### config.mk
export PLATFORM = sky130hd
export DESIGN_NAME = bm_dma_regs
export DESIGN_NICKNAME = d
export VERILOG_FILES = /design/src/rtl/bm_dma_pkg.sv /design/src/rtl/bm_dma_decode.sv /design/src/rtl/bm_dma_cmd.sv /design/src/rtl/bm_dma_status.sv /design/src/rtl/bm_dma_ptr.sv /design/src/rtl/bm_dma_regs.sv
export SDC_FILE = /design/constraint.sdc
export NUM_CORES = 1
export LEC_CHECK = 0
export BUFFER_PORTS_ARGS = -buffer_cell sky130_fd_sc_hd__buf_2
export CAP_MARGIN = 20
export CORE_MARGIN = 2
export CORE_UTILIZATION = 50
export DETAILED_ROUTE_END_ITERATION = 10
export MAX_ROUTING_LAYER = met4
export PLACE_DENSITY = 0.81
export SLEW_MARGIN = 20
export SYNTH_ARGS = -nofsm -noshare
export SYNTH_HDL_FRONTEND = slang
export SYNTH_SLANG_ARGS = --single-unit
### constraint.sdc
create_clock -name clk_i -period 1.9 [get_ports clk_i]
set_clock_uncertainty 0.15 [all_clocks]
set_input_delay 0.095 -clock clk_i [delete_from_list [all_inputs] [get_ports clk_i]]
set_output_delay 0.095 -clock clk_i [all_outputs]
set_load 0.01 [all_outputs]
### src/rtl/bm_dma_pkg.sv
package bm_dma_pkg;
  localparam int unsigned WIN_AW  = 3;
  localparam int unsigned BUS_W   = 32;
  localparam int unsigned N_LANES = BUS_W / 8;

  localparam logic [WIN_AW-1:0] OFF_CMD   = 3'd0;
  localparam logic [WIN_AW-1:0] OFF_VND_A = 3'd1;
  localparam logic [WIN_AW-1:0] OFF_STAT  = 3'd2;
  localparam logic [WIN_AW-1:0] OFF_VND_B = 3'd3;
  localparam logic [WIN_AW-1:0] OFF_PTR   = 3'd4;

  localparam int unsigned CMD_GO  = 0;
  localparam int unsigned CMD_DIR = 3;
  localparam int unsigned ST_ACT  = 0;
  localparam int unsigned ST_ERR  = 1;
  localparam int unsigned ST_IRQ  = 2;

  typedef struct packed {
    logic               cmd;
    logic               stat;
    logic [1:0]         vnd;
    logic [N_LANES-1:0] ptr_lane;
  } wr_sel_t;
endpackage

### src/rtl/bm_dma_decode.sv
module bm_dma_decode
  import bm_dma_pkg::*;
(
  input  logic              req_i,
  input  logic              wr_i,
  input  logic              dw_i,
  input  logic [WIN_AW-1:0] addr_i,
  output wr_sel_t           sel_o
);
  always_comb begin
    sel_o = '0;
    if (req_i && wr_i) begin
      if (dw_i) begin
        if (addr_i == OFF_PTR) sel_o.ptr_lane = '1;
      end else begin
        unique case (addr_i)
          OFF_CMD:   sel_o.cmd    = 1'b1;
          OFF_VND_A: sel_o.vnd[0] = 1'b1;
          OFF_STAT:  sel_o.stat   = 1'b1;
          OFF_VND_B: sel_o.vnd[1] = 1'b1;
          default:   sel_o.ptr_lane[addr_i[1:0]] = 1'b1;
        endcase
      end
    end
  end
endmodule

### src/rtl/bm_dma_cmd.sv
module bm_dma_cmd (
  input  logic clk_i,
  input  logic rst_ni,
  input  logic we_i,
  input  logic go_i,
  input  logic dir_i,
  output logic go_o,
  output logic dir_o,
  output logic go_rise_o,
  output logic go_stop_o
);
  assign go_rise_o = we_i & go_i & ~go_o;
  assign go_stop_o = we_i & ~go_i;

  always_ff @(posedge clk_i or negedge rst_ni) begin
    if (!rst_ni) begin
      go_o  <= 1'b0;
      dir_o <= 1'b0;
    end else if (we_i) begin
      go_o  <= go_i;
      dir_o <= dir_i;
    end
  end
endmodule

### src/rtl/bm_dma_status.sv
module bm_dma_status #(
  parameter int unsigned N_DRIVES = 2,
  parameter int unsigned CAP_LSB  = 5
) (
  input  logic                clk_i,
  input  logic                rst_ni,
  input  logic                we_i,
  input  logic                clr_err_i,
  input  logic                clr_irq_i,
  input  logic [N_DRIVES-1:0] cap_i,
  input  logic                go_rise_i,
  input  logic                go_stop_i,
  input  logic                eng_done_i,
  input  logic                eng_err_i,
  input  logic                drv_irq_i,
  output logic                act_o,
  output logic                err_o,
  output logic                irq_o,
  output logic [7:0]          stat_o
);
  import bm_dma_pkg::*;

  logic                irq_q;
  logic                irq_edge;
  logic                err_set;
  logic [N_DRIVES-1:0] cap_q;

  assign irq_edge = drv_irq_i & ~irq_q;
  assign err_set  = eng_err_i & act_o;

  always_ff @(posedge clk_i or negedge rst_ni) begin
    if (!rst_ni) begin
      act_o <= 1'b0;
      err_o <= 1'b0;
      irq_o <= 1'b0;
      irq_q <= 1'b0;
      cap_q <= '0;
    end else begin
      irq_q <= drv_irq_i;
      if (go_stop_i)                      act_o <= 1'b0;
      else if (go_rise_i)                 act_o <= 1'b1;
      else if (act_o && (eng_done_i || eng_err_i)) act_o <= 1'b0;
      // set beats write-one clear in the same cycle
      err_o <= (err_o & ~(we_i & clr_err_i)) | err_set;
      irq_o <= (irq_o & ~(we_i & clr_irq_i)) | irq_edge;
      if (we_i) cap_q <= cap_i;
    end
  end

  always_comb begin
    stat_o                      = '0;
    stat_o[ST_ACT]              = act_o;
    stat_o[ST_ERR]              = err_o;
    stat_o[ST_IRQ]              = irq_o;
    stat_o[CAP_LSB +: N_DRIVES] = cap_q;
  end
endmodule

### src/rtl/bm_dma_ptr.sv
module bm_dma_ptr #(
  parameter int unsigned ALIGN_BITS = 2
) (
  input  logic                              clk_i,
  input  logic                              rst_ni,
  input  logic [bm_dma_pkg::N_LANES-1:0]    lane_we_i,
  input  logic [bm_dma_pkg::BUS_W-1:0]      wdata_i,
  input  logic [bm_dma_pkg::WIN_AW-1:0]     addr_i,
  input  logic                              dw_i,
  output logic [bm_dma_pkg::BUS_W-1:0]      ptr_o
);
  import bm_dma_pkg::*;
  localparam logic [BUS_W-1:0] KEEP = ~((BUS_W'(1) << ALIGN_BITS) - BUS_W'(1));

  logic [BUS_W-1:0] ptr_q;
  logic [BUS_W-1:0] ptr_d;

  // byte writes carry data in lane 0 of the bus, dword writes in place
  for (genvar l = 0; l < N_LANES; l++) begin : g_lane
    logic [7:0] src;
    assign src = dw_i ? wdata_i[8*l +: 8] : wdata_i[7:0];
    assign ptr_d[8*l +: 8] = lane_we_i[l] ? src : ptr_q[8*l +: 8];
  end

  always_ff @(posedge clk_i or negedge rst_ni) begin
    if (!rst_ni) ptr_q <= '0;
    else if (|lane_we_i) ptr_q <= ptr_d & KEEP;
  end

  assign ptr_o = ptr_q;

  logic unused_addr;
  assign unused_addr = ^addr_i;
endmodule

### src/rtl/bm_dma_regs.sv
module bm_dma_regs
  import bm_dma_pkg::*;
#(
  parameter int unsigned N_DRIVES   = 2,
  parameter int unsigned CAP_LSB    = 5,
  parameter int unsigned ALIGN_BITS = 2
) (
  input  logic              clk_i,
  input  logic              rst_ni,
  input  logic              req_i,
  input  logic              wr_i,
  input  logic              dw_i,
  input  logic [2:0]        addr_i,
  input  logic [31:0]       wdata_i,
  output logic [31:0]       rdata_o,
  output logic              eng_start_o,
  output logic              eng_dir_o,
  output logic [31:0]       eng_tbl_ptr_o,
  input  logic              eng_done_i,
  input  logic              eng_err_i,
  input  logic              drv_irq_i
);
  wr_sel_t    sel;
  logic       go_rise, go_stop;
  logic       act_w, err_w, irq_w;
  logic [7:0] stat_w;
  logic [7:0] cmd_w;
  logic [7:0] vnd_q [2];

  bm_dma_decode u_dec (
    .req_i (req_i), .wr_i (wr_i), .dw_i (dw_i), .addr_i (addr_i), .sel_o (sel)
  );

  bm_dma_cmd u_cmd (
    .clk_i     (clk_i),
    .rst_ni    (rst_ni),
    .we_i      (sel.cmd),
    .go_i      (wdata_i[CMD_GO]),
    .dir_i     (wdata_i[CMD_DIR]),
    .go_o      (eng_start_o),
    .dir_o     (eng_dir_o),
    .go_rise_o (go_rise),
    .go_stop_o (go_stop)
  );

  bm_dma_status #(.N_DRIVES(N_DRIVES), .CAP_LSB(CAP_LSB)) u_stat (
    .clk_i      (clk_i),
    .rst_ni     (rst_ni),
    .we_i       (sel.stat),
    .clr_err_i  (wdata_i[ST_ERR]),
    .clr_irq_i  (wdata_i[ST_IRQ]),
    .cap_i      (wdata_i[CAP_LSB +: N_DRIVES]),
    .go_rise_i  (go_rise),
    .go_stop_i  (go_stop),
    .eng_done_i (eng_done_i),
    .eng_err_i  (eng_err_i),
    .drv_irq_i  (drv_irq_i),
    .act_o      (act_w),
    .err_o      (err_w),
    .irq_o      (irq_w),
    .stat_o     (stat_w)
  );

  bm_dma_ptr #(.ALIGN_BITS(ALIGN_BITS)) u_ptr (
    .clk_i     (clk_i),
    .rst_ni    (rst_ni),
    .lane_we_i (sel.ptr_lane),
    .wdata_i   (wdata_i),
    .addr_i    (addr_i),
    .dw_i      (dw_i),
    .ptr_o     (eng_tbl_ptr_o)
  );

  for (genvar v = 0; v < 2; v++) begin : g_vnd
    always_ff @(posedge clk_i or negedge rst_ni) begin
      if (!rst_ni) vnd_q[v] <= '0;
      else if (sel.vnd[v]) vnd_q[v] <= wdata_i[7:0];
    end
  end

  always_comb begin
    cmd_w          = '0;
    cmd_w[CMD_GO]  = eng_start_o;
    cmd_w[CMD_DIR] = eng_dir_o;
  end

  always_comb begin
    rdata_o = '0;
    if (dw_i) begin
      if (addr_i == OFF_PTR) rdata_o = eng_tbl_ptr_o;
    end else begin
      unique case (addr_i)
        OFF_CMD:   rdata_o[7:0] = cmd_w;
        OFF_VND_A: rdata_o[7:0] = vnd_q[0];
        OFF_STAT:  rdata_o[7:0] = stat_w;
        OFF_VND_B: rdata_o[7:0] = vnd_q[1];
        default:   rdata_o[7:0] = eng_tbl_ptr_o[8*addr_i[1:0] +: 8];
      endcase
    end
  end
endmodule

==> results of run 1 <==
[metal layers]
metal | vias to the layer above | wire, um | GRT usage, %
li1 | 1319 | - | -
met1 | 1372 | 3880 | 38.6
met2 | 132 | 4320 | 45.0
met3 | 18 | 516 | 3.78
met4 | 0 | 186 | 8.31
met5 | - | 0 | -
[cell families after synthesis]
| kind of cell | synth area share, % |
|---|---|
| other | 0.125 |
| buffers and inverters | 3.93 |
| DFF | 45.2 |
| xor gates and xnor gates | 0.586 |
| AOI/OAI and AO/OA | 14.3 |
| and+or+nand+nor | 17.2 |
| muxes | 18.7 |
[sequential cells by signal (all words and copies together) (netlist names)]
name and count:
u_ptr.ptr_o 30, vnd_q 16, u_stat.cap_q 2, u_cmd.dir_o 1, u_cmd.go_o 1, u_stat.act_o 1, u_stat.err_o 1, u_stat.irq_o 1
u_stat.irq_q 1
[through the flow]
stage	setup WS, ps	utilization, %	power (W)
6_report	58.5	71.6	0.00350
3_5_place_dp	164	62.9	0.00272
4_1_cts	14.2	70.8	0.00344
3_3_place_gp	212	62.9	0.00267
5_1_grt	7.37	71.6	0.00371
2_1_floorplan	412	-	0.00224
[path summary, 6_finish.rpt]
check,start,endpoint,cells past startpoint
max,u_ptr.ptr_o[26],rdata_o[2],4
min,rst_ni,u_ptr.ptr_o[8],2
max reg2reg,u_stat.act_o,u_stat.err_o,2
min reg2reg,vnd_q[5],vnd_q[5],1
max in group asynchronous,rst_ni,vnd_q[5],3
min in group clk_i,dw_i,u_ptr.ptr_o[16],4
[what timing repair did]
action	4_1_cts	5_1_grt
hold endpoints to repair	76	0
endpoints found under the setup margin	0	2
setup buffers	0	6
hold buffers	37	0
[report_power, final]
part           total [W]  internal [W]  switching, W
clock           0.000664      0.000295      0.000369
sequential       0.00166       0.00141      0.000243
combinational    0.00118      0.000627      0.000556
total            0.00350       0.00234       0.00117
[cell type report]
class / instances / area, um^2 / area share [%]
clock buffer: 7 / 86.3 / 2.06
clock inverter: 1 / 5.00 / 0.119
inverter: 2 / 7.51 / 0.179
multi-input combinational: 209 / 1530 / 36.6
sequential: 54 / 1350 / 32.3
tap: 75 / 93.8 / 2.24
timing repair buffer: 168 / 1110 / 26.6
[cells in the final DEF (no fill, tap or decap), types with 2 or more instances in the layout]
cell type and instances:
clkbuf_8 6, a22oi_1 3, inv_1 2, dlygate4sd3_1 37, nand3_1 4, mux4_2 4
dfrtp_1 54, o31ai_1 3, mux2i_1 4, buf_4 23, mux2_4 8, and2_1 24
mux2_2 25, nor3_2 2, a221oi_1 4, buf_2 106, a211oi_1 2, nand2_1 6
o22ai_1 2, conb_1 2, buf_12 2, a22o_1 2, nor2b_1 12, nor2_1 31
nand2b_1 3, xnor2_1 2, a21oi_2 3, a21oi_1 46
==> results.py, run 1 <==
metrics = {
    "synth": {
        "synth_edf_count": 0,
        "ys_types": 44,
        "synthFlopType": "dfrtp_1",
        "synth.avg_cell_area_um2": 10.5,
        "synth_top_area_share_pct": 45.2,
        "synth.top_cells.by_count": "dfrtp_1 (54), a21oi_1 (46), nor2_1 (31), mux2_2 (25), and2_1 (24)",
        "synthTopCellsByArea": "dfrtp_1 (45%), mux2_2 (9.4%), a21oi_1 (7.7%)",
        "synth-seq-area-share_pct": 45.2,
        "synth-seq-cells": 54,
        "yosysWarnings": 0,
        "synthArstFlopShare_pct": 100,
        "syn-cell-area_um2": 2990,
        "syn_inst": 284,
        "synth_most_common_cell": "dfrtp_1",
        "synth_area_leader_cell": "dfrtp_1",
    },
    "placement": {
        "place.port_buffers": 106,
        "place_hpwl_um": 5970,
        "gp_congestion": 0.903,
        "placed_cells": 465,
        "postPlaceCellArea_um2": 3680,
    },
    "timing": {
        "timing.fmax_ghz": 0.543,
        "slew_headroom_pct": 62.8,
        "period_share_pct": 96.9,
        "rsz0062_at_grt": "false",
        "fin_crit_ps": 1840,
        "drv_slew": 0,
        "hold_slack_ps": 166,
        "finalHoldViolations": 0,
        "setup_viol": 0,
        "worstMarginPinSlew_ps": 558,
        "setup_tns_ps": 0,
    },
    "clocking": {
        "worst_skew_pair.late_latency_ps": 300,
        "cts_root_buf": "clkbuf_8",
        "clockBufferDepth": 2,
        "clkSlewWorstSetupHoldPaths_ps": 100,
        "htreeDepth": 2,
        "cts_tree": "done",
        "clkSinkCount": 54,
        "cts_made_buffers": 5,
        "cts_resized": 0,
    },
    "critical_path": {
        "crit_path_cell_trace": "mux4_1, nor2b_1, o31ai_1, buf_2",
        "cp_top_family": "multiplexers",
        "path_max_fanout": 3,
        "cp.required_ps": 1650,
        "endpoint_kind": "primary output",
        "cpPeakStageDelay_ps": 480,
        "arrival_ps": 1600,
        "crit_type": "flip-flop to primary output",
        "path_buf_inv": 1,
        "slowest_stage": "mux4_1",
        "crit_path_start_kind": "flip-flop",
        "reg2reg_slack_ps": 430,
    },
    "global_route": {
        "grt_pass1_vias": 2662,
        "grt_use_total_pct": 28.5,
        "grt_max_degree": 33,
        "grt_pass1_wl_um": 13600,
        "overflow": 0,
        "antenna_found_initial": 0,
    },
    "power": {
        "ir_drop_uv": 531,
        "p_leak_nw": 2.04,
        "p_per_area_nw_per_um2": 837,
    },
    "min_path": {
        "hold_path.class": "primary input to asynchronous set/reset pin",
    },
    "final_layout": {
        "drive_gt1_share_pct": 41.5,
        "n_antenna_cell": 0,
        "fillers": 402,
        "fin_cells": 516,
        "nets": 483,
        "syn2layout_area_growth_pct": 40.0,
        "fin_area_um2": 4190,
    },
    "drt": {
        "viasPerCell": 5.51,
        "final_antenna_net_count": 0,
        "drt_first_pass_iters": 5,
        "wl_um": 8900,
        "drc_errors": 0,
        "wl_per_cell_um": 17.3,
        "vias": 2841,
        "drt_iter0_drc": 251,
    },
    "job": {
        "maxCapViolCount": 0,
    },
    "status": {
        "run_status": "finished clean",
    },
    "die": {
        "io_pins": 109,
        "core_area_um2": 5850,
        "chipHeight_um": 81.4,
        "die_area_um2": 6620,
        "rows": 28,
        "start_util_pct": 51.1,
        "die_w_um": 81.4,
    },
}
(Power assumes the default switching activity.)
==> run 2: changes to the inputs <==
CORE_UTILIZATION = 54   (was 50)
PLACE_DENSITY = 0.86   (was 0.81)
clock period = 2.14 ns   (was 1.9 ns; I/O delays follow)
==> results.py, run 2 (synthesis results as in run 1) <==
metrics = {
    "global_route": {
        "grt_pass1_vias": 2695,
        "overflow": 0,
        "grt_max_degree": 31,
        "grt_use_total_pct": 30.8,
        "antenna_found_initial": 0,
        "grt_pass1_wl_um": 14200,
    },
    "timing": {
        "setup_viol": 0,
        "drv_slew": 0,
        "slew_headroom_pct": 59.8,
        "timing.fmax_ghz": 0.524,
        "finalHoldViolations": 0,
        "fin_crit_ps": 1910,
        "period_share_pct": 89.2,
        "rsz0062_at_grt": "false",
        "worstMarginPinSlew_ps": 603,
        "setup_tns_ps": 0,
    },
    "clocking": {
        "clkSinkCount": 54,
        "clkSlewWorstSetupHoldPaths_ps": 100,
        "cts_made_buffers": 5,
        "cts_root_buf": "clkbuf_8",
        "cts_tree": "done",
        "worst_skew_pair.late_latency_ps": 310,
        "clockBufferDepth": 2,
        "htreeDepth": 2,
        "cts_setup_buffers": 0,
    },
    "critical_path": {
        "reg2reg_slack_ps": 690,
        "crit_type": "flip-flop to primary output",
        "endpoint_kind": "primary output",
        "crit_path_cell_trace": "mux4_1, nor2b_1, o31ai_1, buf_2",
        "path_max_fanout": 4,
        "cp_top_family": "multiplexers",
        "crit_path_start_kind": "flip-flop",
        "arrival_ps": 1650,
        "r2r-start": "u_stat.act_o",
        "cpPeakStageDelay_ps": 520,
        "reg2reg_to": "u_stat.err_o",
        "cp.required_ps": 1880,
        "slowest_stage": "mux4_1",
        "rr_worst_depth": 2,
        "path_buf_inv": 1,
    },
    "final_layout": {
        "nets": 470,
        "final_util_pct": 75.5,
        "final_common_cell": "buf_2",
        "drive_gt1_share_pct": 39.8,
        "largest_reg_flops": 30,
        "syn2layout_area_growth_pct": 37.2,
        "most-common-layout-cells": "buf_2 (106), dfrtp_1 (54), a21oi_1 (46), dlygate4sd3_1 (38), nor2_1 (31)",
        "n_antenna_cell": 0,
    },
    "placement": {
        "place.port_buffers": 106,
        "gp_congestion": 0.994,
        "place_hpwl_um": 5930,
    },
    "drt": {
        "viasPerCell": 5.76,
        "vias": 2872,
        "wl_per_cell_um": 18.0,
        "final_antenna_net_count": 0,
        "drt_iter0_drc": 255,
        "wl_um": 8970,
        "drt_first_pass_iters": 5,
        "drc_errors": 0,
    },
    "die": {
        "start_util_pct": 55.0,
        "die_w_um": 78.4,
        "chipHeight_um": 78.4,
        "io_pins": 109,
        "core_area_um2": 5440,
        "die_area_um2": 6150,
        "rows": 27,
    },
    "status": {
        "run_status": "finished clean",
    },
    "power": {
        "p_leak_nw": 1.98,
        "p_per_area_nw_per_um2": 774,
        "ir_drop_uv": 420,
    },
    "min_path": {
        "hold_path.class": "primary input to asynchronous set/reset pin",
    },
    "job": {
        "maxCapViolCount": 0,
    },
}
[run 2: cell types whose count changed in the layout (fill, tap and decap cells not counted), sizes merged]
cell and delta:
dlygate4sd3 +1, bufinv +1, clkinv -1, clkbuf -1
buf -14
[run 2: worst max path at each step]
stage                     cells past startpoint              end      startpoint  slack [ps]
final                                         4       rdata_o[2]  u_ptr.ptr_o[2]         230
after global routing                          6     u_stat.err_o       addr_i[1]         140
after CTS                                     6     u_stat.err_o       addr_i[1]          80
after detailed placement                      4  u_stat.cap_q[1]       addr_i[1]         190
after global placement                        4  u_stat.cap_q[1]       addr_i[1]         230
after floorplan                               5      rdata_o[11]       addr_i[1]         630
[run 2: per-stage QoR]
stage	hold WS [ps]	instances	cell area (um^2)	setup WS, ps	power (W)
after floorplan	-339	285	3000	628	0.00198
after global placement	-23.0	454	3610	230	0.00236
after detailed placement	-4.37	454	3610	190	0.00240
after CTS	176	499	4100	80.1	0.00316
after global routing	212	499	4100	137	0.00333
final	176	499	4100	232	0.00318
[run 2: cell type report]
class                   count  area (um^2)
clock inverters             1         30.0
flip-flops and latches     54         1350
multi-input cells         209         1540
well taps                  72         90.1
fillers                   363         1340
repair buffers            155         1010
clock buffers               6         82.6
inverters                   2         7.51
[run 2: worst reg2reg max path: stages (launching register included)]
cell and delay [ps]:
dfrtp_1 420, a22o_1 220, dlygate4sd3_1 550
[run 2: where the power goes]
group / switching [W] / leakage, nW / internal (W)
clock network: 0.000331 / 0.0573 / 0.000375
logic: 0.000470 / 1.27 / 0.000514
registers: 0.000232 / 0.653 / 0.00126
total: 0.00103 / 1.98 / 0.00214
[run 2: metal layers]
| layer | global-route usage (%) | up-vias | wire length (um) |
|---|---|---|---|
| met2 | 50.0 | 154 | 4430 |
| li1 | - | 1290 | - |
| met1 | 41.2 | 1412 | 3750 |
| met5 | - | - | 0 |
| met4 | 7.89 | 0 | 147 |
| met3 | 4.60 | 16 | 641 |
[run 2: timing repair]
| item | 4_1_cts | 5_1_grt |
|---|---|---|
| gates resized for setup | 0 | 1 |
| endpoints found under the hold margin | 78 | 0 |
| setup endpoints to repair | 0 | 1 |
| hold buffers | 38 | 0 |
